`config.mk`:
```
export PLATFORM = sky130hd
export DESIGN_NAME = edpd_ctrl
export DESIGN_NICKNAME = d
export VERILOG_FILES = /design/src/rtl/edpd_pkg.sv /design/src/rtl/edpd_sync.sv /design/src/rtl/edpd_seq.sv /design/src/rtl/edpd_status.sv /design/src/rtl/edpd_ctrl.sv
export SDC_FILE = /design/constraint.sdc
export NUM_CORES = 1
export LEC_CHECK = 0
export BUFFER_PORTS_ARGS = -buffer_cell sky130_fd_sc_hd__buf_2
export CAP_MARGIN = 20
export CORE_MARGIN = 5
export CORE_UTILIZATION = 35
export DETAILED_ROUTE_END_ITERATION = 12
export PLACE_DENSITY = 0.58
export SLEW_MARGIN = 5
export SYNTH_ARGS = -nofsm -noshare
export SYNTH_HDL_FRONTEND = slang
export SYNTH_HIERARCHICAL = 1
export SYNTH_SLANG_ARGS = --single-unit
```
`constraint.sdc`:
```
create_clock -name clk -period 2.75 [get_ports clk]
set_input_delay 0.275 -clock clk [delete_from_list [all_inputs] [get_ports clk]]
set_output_delay 0.275 -clock clk [all_outputs]
set_load 0.02 [all_outputs]
```
`src/rtl/edpd_pkg.sv`:
```
package edpd_pkg;
  typedef enum logic [1:0] {
    PS_ACTIVE = 2'd0,
    PS_SLEEP  = 2'd1,
    PS_WAKE   = 2'd2
  } pwr_state_e;
endpackage

```
`src/rtl/edpd_sync.sv`:
```
module edpd_sync #(
  parameter int STAGES = 2
) (
  input  logic clk,
  input  logic rst_n,
  input  logic d_async,
  output logic d_sync
);
  logic [STAGES-1:0] chain_q;

  genvar g;
  generate
    for (g = 0; g < STAGES; g++) begin : g_stage
      always_ff @(posedge clk) begin
        if (!rst_n) chain_q[g] <= 1'b1;
        else if (g == 0) chain_q[g] <= d_async;
        else chain_q[g] <= chain_q[(g == 0) ? 0 : g-1];
      end
    end
  endgenerate

  assign d_sync = chain_q[STAGES-1];
endmodule

```
`src/rtl/edpd_seq.sv`:
```
module edpd_seq
  import edpd_pkg::*;
#(
  parameter int DEB_W     = 8,
  parameter int READY_CYC = 8
) (
  input  logic             clk,
  input  logic             rst_n,
  input  logic             mode_en,
  input  logic             energy_s,
  input  logic [DEB_W-1:0] debounce_len,
  output pwr_state_e       state,
  output logic             wake_evt
);
  localparam int RDY_W = (READY_CYC < 2) ? 1 : $clog2(READY_CYC);
  localparam logic [RDY_W-1:0] RDY_LAST = RDY_W'(READY_CYC - 1);

  pwr_state_e       state_q, state_d;
  logic [DEB_W-1:0] quiet_q, quiet_d;
  logic [RDY_W-1:0] rdy_q, rdy_d;
  logic [DEB_W-1:0] quiet_last;

  assign quiet_last = (debounce_len == '0) ? '0 : debounce_len - 1'b1;

  always_comb begin
    state_d  = state_q;
    quiet_d  = '0;
    rdy_d    = '0;
    wake_evt = 1'b0;
    unique case (state_q)
      PS_ACTIVE: begin
        if (mode_en && !energy_s) begin
          if (quiet_q >= quiet_last) state_d = PS_SLEEP;
          else quiet_d = quiet_q + 1'b1;
        end
      end
      PS_SLEEP: begin
        if (!mode_en) begin
          state_d = PS_ACTIVE;
        end else if (energy_s) begin
          state_d  = PS_WAKE;
          wake_evt = 1'b1;
        end
      end
      PS_WAKE: begin
        if (rdy_q >= RDY_LAST) state_d = PS_ACTIVE;
        else rdy_d = rdy_q + 1'b1;
      end
      default: state_d = PS_ACTIVE;
    endcase
  end

  always_ff @(posedge clk) begin
    if (!rst_n) begin
      state_q <= PS_ACTIVE;
      quiet_q <= '0;
      rdy_q   <= '0;
    end else begin
      state_q <= state_d;
      quiet_q <= quiet_d;
      rdy_q   <= rdy_d;
    end
  end

  assign state = state_q;
endmodule

```
`src/rtl/edpd_status.sv`:
```
module edpd_status #(
  parameter int STAT_W   = 8,
  parameter int WAKE_BIT = 1
) (
  input  logic              clk,
  input  logic              rst_n,
  input  logic              set_evt,
  input  logic              wr_en,
  input  logic [STAT_W-1:0] wr_data,
  output logic [STAT_W-1:0] status
);
  genvar b;
  generate
    for (b = 0; b < STAT_W; b++) begin : g_bit
      if (b == WAKE_BIT) begin : g_live
        logic flag_q;
        always_ff @(posedge clk) begin
          if (!rst_n) flag_q <= 1'b0;
          else if (set_evt) flag_q <= 1'b1;
          else if (wr_en && wr_data[b]) flag_q <= 1'b0;
        end
        assign status[b] = flag_q;
      end else begin : g_rsvd
        assign status[b] = 1'b0;
      end
    end
  endgenerate
endmodule

```
`src/rtl/edpd_ctrl.sv`:
```
module edpd_ctrl
  import edpd_pkg::*;
#(
  parameter int DEB_W       = 8,
  parameter int READY_CYC   = 8,
  parameter int STAT_W      = 8,
  parameter int WAKE_BIT    = 1,
  parameter int CFG_W       = 4,
  parameter int SYNC_STAGES = 2
) (
  input  logic              clk,
  input  logic              rst_n,
  input  logic              mode_en,
  input  logic              energy_in,
  input  logic [DEB_W-1:0]  debounce_len,
  input  logic [STAT_W-1:0] int_mask,
  input  logic              status_wr,
  input  logic [STAT_W-1:0] status_wdata,
  input  logic [CFG_W-1:0]  cfg_in,
  input  logic              rx_valid_in,
  output logic              dp_power_en,
  output logic              tx_inhibit,
  output logic              rx_valid_out,
  output logic [CFG_W-1:0]  cfg_out,
  output logic [STAT_W-1:0] int_status,
  output logic              irq_req
);
  logic       energy_s;
  logic       wake_evt;
  pwr_state_e state;
  logic [CFG_W-1:0] hold_q;

  edpd_sync #(.STAGES(SYNC_STAGES)) u_sync (
    .clk(clk), .rst_n(rst_n), .d_async(energy_in), .d_sync(energy_s)
  );

  edpd_seq #(.DEB_W(DEB_W), .READY_CYC(READY_CYC)) u_seq (
    .clk(clk), .rst_n(rst_n), .mode_en(mode_en), .energy_s(energy_s),
    .debounce_len(debounce_len), .state(state), .wake_evt(wake_evt)
  );

  edpd_status #(.STAT_W(STAT_W), .WAKE_BIT(WAKE_BIT)) u_status (
    .clk(clk), .rst_n(rst_n), .set_evt(wake_evt), .wr_en(status_wr),
    .wr_data(status_wdata), .status(int_status)
  );

  // Configuration shadow: frozen while the datapath is not fully active.
  always_ff @(posedge clk) begin
    if (!rst_n) hold_q <= '0;
    else if (state == PS_ACTIVE) hold_q <= cfg_in;
  end

  assign cfg_out      = hold_q;
  assign dp_power_en  = (state != PS_SLEEP);
  assign tx_inhibit   = (state != PS_ACTIVE);
  assign rx_valid_out = rx_valid_in && (state == PS_ACTIVE);
  assign irq_req      = |(int_status & int_mask);
endmodule

```
==> results of run 1 <==
[critical path: stages]
cell and delay, ns:
buf_2 0.10, inv_1 0.07, ha_1 0.16, nor2b_2 0.19, nand3b_1 0.11, or3_1 0.35, and2_1 0.17, ha_1 0.27
nand2b_4 0.15, a2111oi_4 0.46, o21ai_2 0.14, and4_1 0.21
[routing by layer]
metal  track usage [%]  share of wire [%]  vias up
li1                  -                  -      566
met1              13.2                 44      498
met2              20.5                 52       16
met3              2.30                3.4        2
met4              3.19               0.75        0
met5                 0                  0        -
[power by group]
group          internal [mW]  switching (mW)  leakage, nW  total, mW
Combinational         0.0419          0.0502        0.520     0.0921
Sequential             0.294         0.00195        0.163      0.296
Clock                 0.0508          0.0789       0.0138      0.130
Total                  0.387           0.131        0.697      0.518
[final cells by class]
| class | instances | area, um2 |
|---|---|---|
| multi-input cells | 109 | 796 |
| clock buffers | 3 | 22.5 |
| repair buffers | 39 | 205 |
| fillers | 353 | 1900 |
| inverters | 8 | 30.0 |
| flip-flops and latches | 20 | 400 |
| well taps | 46 | 57.6 |
[Yosys cell counts, types with 2 or more instances]
cell type,count,area [um2]
o21a_1,2,15.0
a21boi_1,4,30.0
a22oi_1,4,30.0
or3b_1,4,35.0
nor3_1,2,10.0
and4_1,2,17.5
a21oi_1,4,20.0
and3_1,2,12.5
o21ai_0,6,30.0
xnor2_1,2,17.5
nor2b_1,2,12.5
inv_1,8,30.0
xor2_1,7,61.3
nand3_1,7,35.0
nor2_1,12,45.0
nand2_1,7,26.3
ha_1,12,150
dfxtp_1,20,400
nand2b_1,4,25.0
buf_4,8,60.1
[sequential cells by signal, summed over array words and instances, names as in the netlist]
register / flops
u_sync/chain_q: 1
cfg_out: 4
u_status/g_bit.g_live.flag_q: 1
u_seq/quiet_q: 8
u_sync/d_sync: 1
u_seq/state: 2
u_seq/rdy_q: 3
[metrics by stage]
step                TNS (ns)  std cells  utilization (%)  hold slack [ns]
floorplan                  0        145                -            0.348
global placement           0        222             43.6            0.389
detailed placement    -0.217        222             43.6            0.395
CTS                        0        225             44.2            0.143
global route               0        225             44.2            0.147
finish                     0        225             44.2            0.158
[path summary, 6_finish.rpt]
check	endpoint	cells past startpoint	slack [ns]
setup / recovery	u_seq/state[0]	12	0.28
hold / removal	u_sync/chain_q[0]	2	0.16
setup reg to reg	u_seq/state[0]	6	0.88
hold reg to reg	u_sync/d_sync	1	0.42
[logic make-up (layout without fill, tap and decap cells)]
| logic type | after synthesis | count (layout) | share of synthesized area (%) |
|---|---|---|---|
| xor+xnor | 9 | 9 | 6.24 |
| flops | 20 | 20 | 31.7 |
| mux | 1 | 1 | 0.792 |
| buf+inv | 16 | 50 | 7.13 |
| other cells | 1 | 7 | 0.297 |
| simple gates | 52 | 52 | 23.5 |
| fa+ha+maj | 12 | 12 | 11.9 |
| compound gates | 28 | 28 | 18.5 |
==> reports/metrics.csv, run 1 <==
stage,metric,value,unit
sta,Tmin final,2.47,ns
clock_tree,H-tree Lvls,1,
routing,initial drt markers,16,
yosys,Syn. warnings,6,
grt,pin count of the biggest net entering global routing,16,
die,Core ar.,3420,um2
routing,# DRC,0,
cells_and_area,"commonest non-fill, non-tap cell in the layout",buf_2,
routing,final WL,2680,um
routing,drt via density,4.81,
sta,final setup margin,0.276,ns
cells_and_area,net total in the final layout,227,
clock_tree,clk slew on worst S/H paths,0.10,ns
sta,f_max,404,MHz
hold_path,Hold Crit Start,energy_in,
grt,GRT overflow,0,
clock_tree,post-CTS sizing,0,
yosys,"FFs w/ async S/R, synth",0,%
yosys,"Seq/Total Area, Yosys",31.7,%
sta,Final setup viols,0,
yosys,"EDFF count, synth",0,
yosys,area of the mapped netlist,1260,um2
worst_setup_path,"Max FO, Critical Path",3,
placed_design,dpl ws,-0.0474,ns
cells_and_area,# diodes,0,
grt,Total GRT Usage,11.2,%
cells_and_area,fraction of layout instances using a drive strength above 1,27.9,%
clock_tree,clock root cell,clkbuf_4,
die,I/O pin count,50,
grt,initial antenna violation count,0,
routing,Avg WL per Cell,11.9,um
die,site row count,21,
worst_setup_path,kind of critical path,in2reg,
sta,fin crit share,90.0,%
placed_design,DPL Wire Length,2200,um
clock_tree,Bufs on Longest Clock Path,2,
clock_tree,cts hold-fix bufs,0,
worst_setup_path,Crit path required time,2.94,ns
routing,via count,1082,
grt,vias in the first global route,1125,
placed_design,DP Area,1490,um2
die,Die Span X,70.1,um
routing,first-pass iteration count of the detailed router,4,
job,max_cap viols,0,
clock_tree,CTS tree,built,
clock_tree,CTS Buf Count,3,
yosys,Mapped Cells,139,
sta,Layout Skew,0.00535,ns
power_and_ir_drop,Power Total,0.518,mW
clock_tree,# clock sinks,20,
run_status,status,completed,
sta,Slew Limit Fails,0,
placed_design,routability-driven placement congestion ratio,0.784,
power_and_ir_drop,peak supply drop,0.000209,V
worst_setup_path,Startpoint Class,primary input,
power_and_ir_drop,Cell Pwr Density,343,nW/um2
die,die height,70.1,um
worst_setup_path,"Arr. time, crit path",2.66,ns
worst_setup_path,reg2reg start,u_seq/quiet_q[0],
power_and_ir_drop,Lkg Pwr,0.697,nW
placed_design,IO Port Bufs,35,
hold_path,worst hold path class,in2reg,
cells_and_area,most frequent cells in the layout,"35 x buf_2, 20 x dfxtp_1, 12 x nor2_1, 12 x ha_1, 8 x inv_1",
yosys,synth unique cells,40,
yosys,ys flop type,dfxtp_1,
die,Starting Density,37.0,%
clock_tree,# Post-CTS Setup Buffers,0,
routing,Routed Antenna Nets,0,
yosys,#FFs+latches synth,20,
yosys,Post-Syn Area per Cell,9.09,um2
sta,final hold viol count,0,
cells_and_area,area delta synth->final,19.6,%
clock_tree,"Clk Latency, worst-skew pair",0.29,ns
cells_and_area,final instance area,1510,um2
worst_setup_path,crit path from,debounce_len[0],
worst_setup_path,Worst Setup End Kind,flip-flop,
grt,first-pass GRT wire length,4670,um
sta,unrepaired setup endpoints after global routing,false,
die,die area,4910,um2
No activity file was read; power rests on OpenSTA's default activity.
==> inputs of run 2 (changes only) <==
CORE_ASPECT_RATIO = 0.9   (was not set)
==> run 2 against run 1 <==
Compared with the run above: combinational power fell by 1%; cell area up 1.5%; global-route usage is 0.71 points higher; sequential power barely moved; die area barely moved; critical path depth stayed put; routed wire length shrank 0.52%; largest power group unchanged; highest routed layer unchanged; register-to-register slack better by 0.05 ns; power increased by 17%; non-clock buffer count is 1 lower.
==> reports/metrics.csv, run 2 (synthesis results as in run 1) <==
stage,metric,value,unit,change
run_status,status,completed,,
grt,first-pass GRT wire length,4590,um,-1.8%
cells_and_area,Reg with most FFs,u_seq/quiet_q,,
cells_and_area,FF/Latch Area,400,um2,unchanged
die,Starting Density,36.9,%,-0.14 points
routing,# DRC,0,,unchanged
worst_setup_path,Worst Setup End Kind,flip-flop,,
hold_path,Hold Crit Start,energy_in,,
grt,Total GRT Usage,12.0,%,+0.71 points
routing,first-pass iteration count of the detailed router,3,,-1
hold_path,Hold Path Stages,2,,unchanged
cells_and_area,area delta synth->final,21.4,%,
worst_setup_path,"Arr. time, crit path",2.60,ns,-0.06 ns
placed_design,DPL Wire Length,2180,um,-0.73%
die,Die Span X,73.3,um,+4.6%
sta,Tmin final,2.44,ns,-0.0302 ns
sta,Slew Limit Fails,0,,unchanged
clock_tree,post-CTS sizing,0,,unchanged
power_and_ir_drop,Power Total,0.606,mW,+17%
worst_setup_path,Startpoint Class,primary input,,
worst_setup_path,reg2reg path depth,6,,unchanged
die,site row count,20,,-4.8%
die,I/O pin count,50,,unchanged
grt,GRT overflow,0,,unchanged
power_and_ir_drop,peak supply drop,0.000254,V,+22%
sta,final setup margin,0.306,ns,+0.0302 ns
routing,Routed Antenna Nets,0,,unchanged
worst_setup_path,R2R Setup Slk,0.93,ns,+0.05 ns
placed_design,dpl ws,0.0252,ns,+0.0727 ns
sta,unrepaired setup endpoints after global routing,false,,
worst_setup_path,crit path from,debounce_len[0],,
worst_setup_path,Crit path required time,2.91,ns,-0.03 ns
cells_and_area,"commonest non-fill, non-tap cell in the layout",buf_2,,
worst_setup_path,"Max FO, Critical Path",3,,unchanged
sta,TNS Setup,0,ns,unchanged
clock_tree,clock root cell,clkbuf_8,,
routing,drt via density,4.75,,-1.2%
routing,Avg WL per Cell,11.9,um,+0.37%
power_and_ir_drop,Lkg Pwr,0.706,nW,+1.4%
clock_tree,# Post-CTS Setup Buffers,0,,unchanged
sta,fin crit share,88.9,%,-1.1 points
routing,via count,1060,,-2.0%
hold_path,Worst Hold Path EP,u_sync/chain_q[0],,
power_and_ir_drop,Cell Pwr Density,395,nW/um2,+15%
clock_tree,# clock sinks,20,,unchanged
die,die height,67.0,um,-4.4%
die,Core ar.,3430,um2,+0.37%
job,max_cap viols,0,,unchanged
clock_tree,H-tree Lvls,1,,unchanged
clock_tree,clk slew on worst S/H paths,0.07,ns,-0.03 ns
worst_setup_path,reg2reg start,u_seq/quiet_q[0],,
clock_tree,"Clk Latency, worst-skew pair",0.26,ns,-0.03 ns
hold_path,worst hold path class,in2reg,,
placed_design,routability-driven placement congestion ratio,0.854,,+8.9%
clock_tree,cts hold-fix bufs,0,,unchanged
cells_and_area,most frequent cells in the layout,"35 x buf_2, 20 x dfxtp_1, 12 x nor2_1, 12 x ha_1, 8 x inv_1",,
grt,vias in the first global route,1115,,-0.89%
clock_tree,Bufs on Longest Clock Path,2,,unchanged
cells_and_area,fraction of layout instances using a drive strength above 1,27.9,%,unchanged
cells_and_area,# diodes,0,,unchanged
routing,initial drt markers,29,,+13
sta,f_max,409,MHz,+1.2%
placed_design,IO Port Bufs,35,,unchanged
cells_and_area,max reg flops,8,,unchanged
sta,Final setup viols,0,,unchanged
cells_and_area,net total in the final layout,226,,-0.44%
grt,initial antenna violation count,0,,unchanged
worst_setup_path,kind of critical path,in2reg,,
routing,final WL,2660,um,-0.52%
die,die area,4910,um2,about the same
worst_setup_path,R2R Path End,u_seq/state[0],,
cells_and_area,Post-Route Utilization,44.7,%,+0.50 points
cells_and_area,area of the multi-input gates,796,um2,unchanged
grt,pin count of the biggest net entering global routing,16,,unchanged
sta,final hold viol count,0,,unchanged
cells_and_area,# fillers,351,,-0.57%
sta,Layout Skew,0.00465,ns,-0.000704 ns
clock_tree,CTS tree,built,,
clock_tree,CTS Buf Count,3,,unchanged
==> run 2: area by class of cell <==
type	count	share of cell area, %
tap	44	3.59
multi-input combinational	109	51.9
inverter	8	1.96
clock buffer	4	3.59
timing repair buffer	38	12.9
sequential	20	26.1
==> run 2: metrics by stage <==
stage | instances | area, um2 | hold WS, ns
final | 223 | 1530 | 0.192
after global routing | 223 | 1530 | 0.182
after CTS | 223 | 1530 | 0.183
after detailed placement | 219 | 1480 | 0.392
after global placement | 219 | 1480 | 0.394
after floorplan | 145 | 1290 | 0.348
==> run 2: report_power, final <==
group	leakage (nW)	switching, mW	internal [mW]
clock network	0.0288	0.0915	0.127
logic	0.515	0.0492	0.0420
registers	0.163	0.00187	0.294
==> run 2: per-layer routing <==
metal	part of all wire, %	GRT usage [%]	vias up
met4	2.1	6.11	0
met3	4.0	1.66	5
li1	-	-	559
met5	0	0	-
met2	52	22.0	15
met1	42	13.2	481
==> run 2: how the worst max path moves through the flow <==
stage | to | slack [ns]
final | u_seq/state[0] | 0.31
after global routing | u_seq/quiet_q[7] | 0.10
after CTS | u_seq/quiet_q[2] | 0.28
after detailed placement | u_seq/quiet_q[2] | 0.03
after global placement | u_seq/quiet_q[5] | 0.07
after floorplan | u_seq/state[0] | 0.20
==> run 2: worst max-delay path: stages <==
cell and delay, ns:
buf_2 0.10, inv_1 0.06, ha_1 0.16, nor2b_2 0.16
nand3b_1 0.10, or3_1 0.34, and2_1 0.18, ha_1 0.26
nand2b_4 0.14, a2111oi_4 0.45, o21ai_2 0.15, and4_1 0.21
